===== config.mk =====
export PLATFORM = sky130hd
export DESIGN_NAME = pinfc_top
export DESIGN_NICKNAME = d
export VERILOG_FILES = /design/src/rtl/pinfc_pkg.sv /design/src/rtl/pinfc_drive.sv /design/src/rtl/pinfc_lock.sv /design/src/rtl/pinfc_judge.sv /design/src/rtl/pinfc_top.sv
export SDC_FILE = /design/constraint.sdc
export NUM_CORES = 1
export LEC_CHECK = 0
export BUFFER_PORTS_ARGS = -buffer_cell sky130_fd_sc_hd__buf_2
export CAP_MARGIN = 20
export CORE_MARGIN = 8
export CORE_UTILIZATION = 52
export DETAILED_ROUTE_END_ITERATION = 8
export GPL_TIMING_DRIVEN = 0
export PLACE_DENSITY = 0.8
export SYNTH_ARGS = -nofsm -noshare
export SYNTH_HDL_FRONTEND = slang
export SYNTH_HIERARCHICAL = 1
export SYNTH_SLANG_ARGS = --single-unit

===== constraint.sdc =====
create_clock -name clk -period 1.3 [get_ports clk]
set_input_delay 0.26 -clock clk [delete_from_list [all_inputs] [get_ports clk]]
set_output_delay 0.26 -clock clk [all_outputs]
set_load 0.02 [all_outputs]

===== src/rtl/pinfc_pkg.sv =====
package pinfc_pkg;

  typedef enum logic [1:0] {
    DRV_LO   = 2'b00,
    DRV_HI   = 2'b01,
    DRV_OFF  = 2'b10,
    DRV_KEEP = 2'b11
  } drv_code_e;

  typedef enum logic [1:0] {
    EXP_LO  = 2'b00,
    EXP_HI  = 2'b01,
    EXP_MID = 2'b10,
    EXP_ANY = 2'b11
  } exp_code_e;

  typedef struct packed {
    logic data;
    logic en;
  } drv_state_t;

  // Next driver state for one channel given its code and current state.
  function automatic drv_state_t next_drive(input logic [1:0] code, input drv_state_t cur);
    drv_state_t n;
    n = cur;
    case (drv_code_e'(code))
      DRV_LO:   begin n.data = 1'b0; n.en = 1'b1; end
      DRV_HI:   begin n.data = 1'b1; n.en = 1'b1; end
      DRV_OFF:  n.en = 1'b0;
      default:  n = cur;
    endcase
    return n;
  endfunction

  // One-sample judgement: 1 means the comparator pair disagrees with the code.
  function automatic logic judge_fail(input logic [1:0] code, input logic hi, input logic lo);
    logic [1:0] seen;
    seen = {hi, lo};
    case (exp_code_e'(code))
      EXP_LO:  return seen != 2'b01;
      EXP_HI:  return seen != 2'b10;
      EXP_MID: return seen != 2'b00;
      default: return 1'b0;
    endcase
  endfunction

endpackage


===== src/rtl/pinfc_drive.sv =====
module pinfc_drive #(
  parameter int NCH = 4
) (
  input  logic             clk,
  input  logic             rst_n,
  input  logic             strobe,
  input  logic [2*NCH-1:0] codes,
  output logic [NCH-1:0]   data,
  output logic [NCH-1:0]   en
);
  import pinfc_pkg::*;

  for (genvar g = 0; g < NCH; g++) begin : g_ch
    drv_state_t st;
    always_ff @(posedge clk) begin
      if (!rst_n)      st <= '0;
      else if (strobe) st <= next_drive(codes[2*g +: 2], st);
    end
    assign data[g] = st.data;
    assign en[g]   = st.en;
  end
endmodule


===== src/rtl/pinfc_lock.sv =====
module pinfc_lock #(
  parameter int NCH = 4
) (
  input  logic           clk,
  input  logic           rst_n,
  input  logic [NCH-1:0] oc_in,
  input  logic           oc_en,
  input  logic           oc_clr,
  output logic [NCH-1:0] lock
);
  always_ff @(posedge clk) begin
    if (!rst_n)      lock <= '0;
    else if (oc_clr) lock <= '0;
    else if (oc_en)  lock <= lock | oc_in;
  end
endmodule


===== src/rtl/pinfc_judge.sv =====
module pinfc_judge #(
  parameter int NCH = 4
) (
  input  logic             clk,
  input  logic             rst_n,
  input  logic             step_start,
  input  logic             win,
  input  logic             raw_mode,
  input  logic [2*NCH-1:0] exp_codes,
  input  logic [NCH-1:0]   resp_hi,
  input  logic [NCH-1:0]   resp_lo,
  input  logic [NCH-1:0]   lock,
  output logic [2*NCH-1:0] rec_result,
  output logic             rec_valid,
  output logic             err_any,
  output logic             win_close
);
  import pinfc_pkg::*;

  logic           win_d;
  logic [NCH-1:0] sample_fail;
  logic [NCH-1:0] acc_fail;
  logic [NCH-1:0] last_hi;
  logic [NCH-1:0] last_lo;
  logic [NCH-1:0] gated_fail;

  function automatic logic [2*NCH-1:0] pack_result(input logic raw,
                                                   input logic [NCH-1:0] fail,
                                                   input logic [NCH-1:0] hi,
                                                   input logic [NCH-1:0] lo);
    logic [2*NCH-1:0] r;
    for (int i = 0; i < NCH; i++) begin
      r[2*i+1] = raw ? hi[i] : 1'b0;
      r[2*i]   = raw ? lo[i] : fail[i];
    end
    return r;
  endfunction

  for (genvar g = 0; g < NCH; g++) begin : g_ch
    assign sample_fail[g] = judge_fail(exp_codes[2*g +: 2], resp_hi[g], resp_lo[g]);
  end

  assign win_close  = win_d & ~win;
  assign gated_fail = acc_fail & ~lock;

  always_ff @(posedge clk) begin
    if (!rst_n) begin
      win_d    <= 1'b0;
      acc_fail <= '0;
      last_hi  <= '0;
      last_lo  <= '0;
    end else begin
      win_d <= win;
      if (step_start)  acc_fail <= '0;
      else if (win)    acc_fail <= acc_fail | sample_fail;
      if (win) begin
        last_hi <= resp_hi;
        last_lo <= resp_lo;
      end
    end
  end

  always_ff @(posedge clk) begin
    if (!rst_n) begin
      rec_result <= '0;
      rec_valid  <= 1'b0;
      err_any    <= 1'b0;
    end else begin
      rec_valid <= win_close;
      if (win_close) rec_result <= pack_result(raw_mode, gated_fail, last_hi, last_lo);
      if (step_start)     err_any <= 1'b0;
      else if (win_close) err_any <= |gated_fail;
    end
  end
endmodule


===== src/rtl/pinfc_top.sv =====
module pinfc_top #(
  parameter int NCH = 4,
  localparam int CW = 2 * NCH
) (
  input  logic          clk,
  input  logic          rst_n,
  input  logic          step_start,
  input  logic [CW-1:0] drv_code,
  input  logic [CW-1:0] exp_code,
  input  logic          phase_strobe,
  input  logic          win,
  input  logic [NCH-1:0] resp_hi,
  input  logic [NCH-1:0] resp_lo,
  input  logic          raw_mode,
  input  logic [NCH-1:0] oc_in,
  input  logic          oc_en,
  input  logic          oc_clr,
  output logic [NCH-1:0] pin_data,
  output logic [NCH-1:0] pin_en,
  output logic [CW-1:0] rec_result,
  output logic          rec_valid,
  output logic          err_any
);
  logic [CW-1:0]  drv_q;
  logic [CW-1:0]  exp_q;
  logic [NCH-1:0] en_raw;
  logic [NCH-1:0] oc_lock;
  logic           win_close;

  always_ff @(posedge clk) begin
    if (!rst_n) begin
      drv_q <= '0;
      exp_q <= '0;
    end else if (step_start) begin
      drv_q <= drv_code;
      exp_q <= exp_code;
    end
  end

  pinfc_drive #(.NCH(NCH)) u_drive (
    .clk(clk), .rst_n(rst_n), .strobe(phase_strobe), .codes(drv_q),
    .data(pin_data), .en(en_raw)
  );

  pinfc_lock #(.NCH(NCH)) u_lock (
    .clk(clk), .rst_n(rst_n), .oc_in(oc_in), .oc_en(oc_en), .oc_clr(oc_clr),
    .lock(oc_lock)
  );

  pinfc_judge #(.NCH(NCH)) u_judge (
    .clk(clk), .rst_n(rst_n), .step_start(step_start), .win(win),
    .raw_mode(raw_mode), .exp_codes(exp_q), .resp_hi(resp_hi), .resp_lo(resp_lo),
    .lock(oc_lock), .rec_result(rec_result), .rec_valid(rec_valid),
    .err_any(err_any), .win_close(win_close)
  );

  assign pin_en = en_raw & ~oc_lock;
endmodule


### After elaboration in Yosys (flattened, before gate mapping)

Index checks and enable logic that the tools add are counted.

| storage, ports and cells | value |
|---|---|
| flip-flop bits (word level) | 51 |
| input port bits | 36 |
| output and inout port bits | 18 |
| word-level logic and storage cells | 105 |

| cells by class | value |
|---|---|
| equality and inequality tests | 24 |
| multiplexer cells | 20 |
| bitwise gates (word level) | 8 |
| reduce and logical (&&, ||, !) cells | 35 |

Operator list:

| operator | count |
|---|---|
| $reduce_bool A2 Y1 | 12 |
| $eq A2 B1 Y1 const B | 8 |
| $eq A2 B2 Y1 const B | 8 |
| $logic_not A2 Y1 | 8 |
| $pmux W1 S2 | 8 |
| $reduce_and A2 Y1 | 8 |
| $pmux W1 S3 | 4 |
| $reduce_or A2 Y1 | 6 |
| $and A4 B4 Y4 | 2 |
| $mux W1 | 8 |
| $ne A2 B1 Y1 const B | 4 |
| $ne A2 B2 Y1 const B | 4 |
| $or A4 B4 Y4 | 2 |
| $not A4 Y4 | 1 |
| $reduce_or A4 Y1 | 1 |
| $not A1 Y1 | 2 |
| $and A1 B1 Y1 | 1 |

### Depth between registers and ports, before layout

| depth | value |
|---|---|
| depth in word-level cells | 4 |
| mapped depth | 5 |
| depth with buffers taken out | 4 |

### By module

Netlist, hierarchy kept.

Modules (own cells, without submodules):

| module | instances | cells an instance | area an instance (sq um) | sequential area each (sq um) |
|---|---|---|---|---|
| pinfc_judge | 1 | 106 | 979.7 | 460.4 |
| pinfc_top | 1 | 55 | 640.6 | 320.3 |
| pinfc_drive | 1 | 38 | 386.6 | 160.2 |
| pinfc_lock | 1 | 13 | 128.9 | 80.1 |

### Worst setup path after synthesis

OpenSTA, ideal clock, no wires.

| timing | value |
|---|---|
| kind | register -> register |
| start | reg exp_q[6] |
| end | reg u_judge.acc_fail[3] |
| library setup time | 0.127 ns |
| arrival | 1.005 ns |
| required time | 1.173 ns |
| setup slack | 0.168 ns |
| cell stages (with the launch flop) | 4 |
| buffers on the path | 0 |
| clock period less this slack | 1.132 ns |
| path through | dfxtp_1 or4b_1 a31oi_1 a311oi_1 |

| on the way | value |
|---|---|
| word-level cells in the longest chain between the ends | 3 |
| elaborated cells on any way between the ends | 5 |
| those cells by class | eq/ne (2); mux (1); bitwise (1); reduce/logical (1) |

Ends and longest elaborated chain:

| element | line | source |
|---|---|---|
| from (decl) | pinfc_top.sv:25 | `logic [CW-1:0] exp_q;` |
| from (signal assigned) | pinfc_top.sv:36 | `exp_q <= exp_code;` |
| $eq A2 B2 Y1, or another cell as far along | pinfc_pkg.sv:39 | `case (exp_code_e'(code))` |
| $pmux W1 S3 * | pinfc_pkg.sv:39 |  |
| $or A4 B4 Y4 * | pinfc_judge.sv:55 | `else if (win) acc_fail <= acc_fail \| sample_fail;` |
| to (signal assigned) | pinfc_judge.sv:55 |  |
| to (decl) | pinfc_judge.sv:22 | `logic [NCH-1:0] acc_fail;` |

Every way passes the cells marked *; elsewhere a longest branch is shown, timed or not.
A chain may end at the register's enable or synchronous reset.

### Worst setup path after layout

| timing | value |
|---|---|
| start | reg exp_q[5] |
| end | reg u_judge.acc_fail[2] |

Same word-level chain as after synthesis.

==> results.md <==
- In this run, the number of DRC markers left after iteration 0 of detailed routing was 88.
- For this run, asynchronously set or reset flops after synthesis account for 0%.
- The remaining max-slew budget at the tightest pin is a little under three quarters.
- The total instance count after detailed placement is about 310.
- In this run the tool buffered the top-level ports with 52 buffer cells.
- The leakage dissipation is ~1.2 nW.
- The met2 global-route usage is approximately a quarter.
- Counting flops and latches in the post-synthesis netlist gives about 50.
- The critical setup path kind is flip-flop to flip-flop.
- Summing every instance area after synthesis gives 0.00214 mm^2.
- Compared with the post-synthesis result, the final layout area differs by 19.3%.
- The final weighted congestion in routability-driven placement is roughly 0.77.
- The max-slew violation count is 0.
- At the pin with the least slew margin, the transition time is around 0.43 ns.
- Once the clock tree was built, the setup fixing pass inserted 0 buffers.
- The core area is just under 0.004 mm^2.
- The final setup skew is ~0.0076 ns.
- The routed design has 4500 um of wire.
- The wire length of the first global-routing pass is 7620 um.
- The number of enable-type register cells in the synthesized netlist is 0.
- The worst-case IR drop observed on VDD is between 0.6 and 0.7 mV.
- The floorplan step set the die height to roughly 80 um.
- After the last flow step, the layout net total stands at roughly 310.
- Entering global routing, the biggest net connects 16 pins.
- Data on the critical path is required at its endpoint by 1.48 ns.
- The flow ran to the end, and the final reports show no timing, DRC or antenna violations.
- The level count of the clock H-tree is 2.
- The global-route usage over all layers is about 15%.
- The ratio of total power to cell area is between 1000 and 1500 mW/mm^2.
- The count of nets left with antenna violations once routing finished came out at 0.
- In the routed design, unresolved DRC markers number 0.
- met2 is the most crowded layer.
- The maximum fanout encountered on the critical timing path is 3.
- The total clock buffers created by CTS is 5.
- During synthesis, Yosys emitted a total of 6 warnings.
- The critical path capture point type is a flip-flop.
- The total half-perimeter wirelength after legalization and detailed placement is around 3500 um.
- The first-pass iteration count of the detailed router is 4.
- The final number of hold-violating endpoints is 0.
- The most common flop cell mapped by yosys is dfxtp_1.
- Each instance of the synthesized netlist takes up on average 10.1 um^2.
- The element type at the critical path start is a flip-flop.
- Sequential elements use a little under half of the synthesized area.
- The arrival time reported for the critical path endpoint is 1.41 ns.
- Global routing used between 10% and 20% of the available met1 tracks.
- The via count of the first global-routing pass is between 1,500 and 2,000.
- Counting every net in the synthesized netlist gives roughly 250.
- Clock tree synthesis found a total of 51 sinks.
- The clock tree from TritonCTS is yes.
- In this run the core area contains 23 standard-cell rows.
- The number of failing setup endpoints in the final timing report is 0.
- The via-per-instance ratio is between 5 and 6.
- The die covers around 0.0064 mm^2.
- The number of diodes is 0.
- The detailed-route wire length per cell is between 10 and 15 um.
- The synthesized design spends more area on one cell type than any other, namely dfxtp_1.
- The clock reaches the later pin of the worst-skew pair after around 0.30 ns.
- Dividing the final minimum period by the clock period gives 94.7%.
- The overall power consumption is 2.98 mW.
- After global routing the overflow that remains totals 0.
- The width of the die is 80.1 um.
- The number of primary I/O pins is 54.
- The min-delay analysis places its worst path in the category input pin to flip-flop.
- The initial antenna violation count came to 0.
- The post-route netlist has 27.2% of its cells at a drive strength greater than 1.
- The worst path needs around 1.2 ns of the cycle, external delays included.
- No sink is reached through more buffers than the 2 on the longest clock path.
- The number of stages on the worst hold path is 3.
- The routed layout has 1,625 vias.
- Hold repair after CTS inserted 0 buffers.
- Global routing used 5.25% of the available met3 tracks.
- After clock tree synthesis, the clock-pin slew on the worst setup and hold paths is ~0.08 ns.
- The synthesized netlist cell count is between 200 and 250.
- The tool flagged a number of max-cap violations equal to 0.
- Sorting the synthesized cells by area gives the leading types as dfxtp_1 48%, mux2i_1 15%, nor2b_1 8.5%.
- After the flow finishes, the layout carries non-filler instances totaling between 300 and 400.
- The master cell of the clock root buffer is clkbuf_8.
- The length in cells of the worst reg-to-reg path is 3.
- The share of Yosys cell area claimed by the top area cell type is 47.8%.
- Yosys mapped the design onto 34 distinct sky130hd cell types.
- Timing would allow up to about 810 MHz.
- Setup repair after global routing left no endpoint under its margin.
- The initial utilization of the core area, before any placement, comes to a little over half.
cell usage after synthesis (4+ instances only):
library cell and instances:
dfxtp_1 51, mux2i_1 32, nor2b_1 29, nand2_1 20, nor2_1 17, a21oi_1 9
a211oi_1 4, inv_1 4, nand3_1 4
layout make-up:
cell class | instances | area (um^2)
Clock buffer | 6 | 72.6
Buffer | 9 | 82.6
Multi-Input combinational cell | 146 | 1010
Sequential cell | 51 | 1020
Timing Repair Buffer | 52 | 263
Fill cell | 361 | 1420
Tap cell | 50 | 62.6
Clock inverter | 2 | 12.5
Inverter | 6 | 22.5
kinds of logic (layout without fill, tap and decap cells):
logic type | after synthesis | after routing | share of synthesized area, %
buffers and inverters | 15 | 75 | 4.92
and+or+nand+nor | 84 | 84 | 21.9
AOI/OAI and AO/OA | 28 | 28 | 9.55
DFF | 51 | 51 | 47.8
muxes | 32 | 32 | 15.0
xor gates and xnor gates | 2 | 2 | 0.820
power by group:
part           total, mW  leakage (nW)  switching [mW]  internal (mW)
sequential          1.70         0.419          0.0528           1.64
combinational      0.408         0.695           0.205          0.203
clock              0.877        0.0412           0.500          0.377
timing repair:
| item | in CTS | in global routing |
|---|---|---|
| gates resized for setup | 0 | 2 |
| endpoints found under the setup margin | 0 | 1 |
| endpoints found under the hold margin | 0 | 0 |
path summary, 6_finish.rpt:
path	startpoint	end	slack [ns]
setup / recovery	exp_q[5]	u_judge/acc_fail[2]	0.07
hold / removal	oc_in[0]	u_lock/lock[0]	0.20
setup reg to reg	exp_q[5]	u_judge/acc_fail[2]	0.07
hold reg to reg	u_drive/en[0]	u_drive/en[0]	0.45
worst max-delay path, stage by stage (launching register included):
cell and delay [ns]:
dfxtp_1 0.34, or4b_1 0.51, a31oi_1 0.20, a311oi_1 0.07
metrics by stage:
stage | cell area (um^2) | setup slack (ns) | utilization (%) | hold WS (ns) | TNS [ns]
2_1_floorplan | 2140 | 0.168 | - | 0.387 | 0
3_3_place_gp | 2460 | -0.0309 | 61.9 | 0.426 | -0.0848
3_5_place_dp | 2460 | -0.0465 | 61.9 | 0.440 | -0.268
4_1_cts | 2540 | 0.0397 | 64.1 | 0.181 | 0
5_1_grt | 2550 | 0.0139 | 64.2 | 0.209 | 0
6_report | 2550 | 0.0684 | 64.2 | 0.196 | 0
routing by layer:
metal	share of wire (%)	wire, um
met5	0	0
met4	1.2	56
met3	6.3	284
met2	48	2140
met1	45	2020
placed cells by master (no fill, tap or decap), types with 4 or more instances in the layout:
cell type / instances
clkbuf_8: 5
mux2i_1: 32
nor2_1: 17
a21oi_1: 9
nand3_1: 4
nor2b_1: 28
a211oi_1: 4
nand2_1: 20
dfxtp_1: 51
buf_2: 53
inv_1: 4
flip-flops by register name, indices dropped and copies added, names as in the netlist:
register / count
drv_q: 8
exp_q: 8
u_judge/rec_result: 8
u_drive/data: 4
u_drive/en: 4
u_judge/acc_fail: 4
u_judge/last_hi: 4
u_judge/last_lo: 4
u_lock/lock: 4
u_judge/err_any: 1
u_judge/rec_valid: 1
u_judge/win_d: 1
Note: power is estimated with default switching activity, not from simulation.
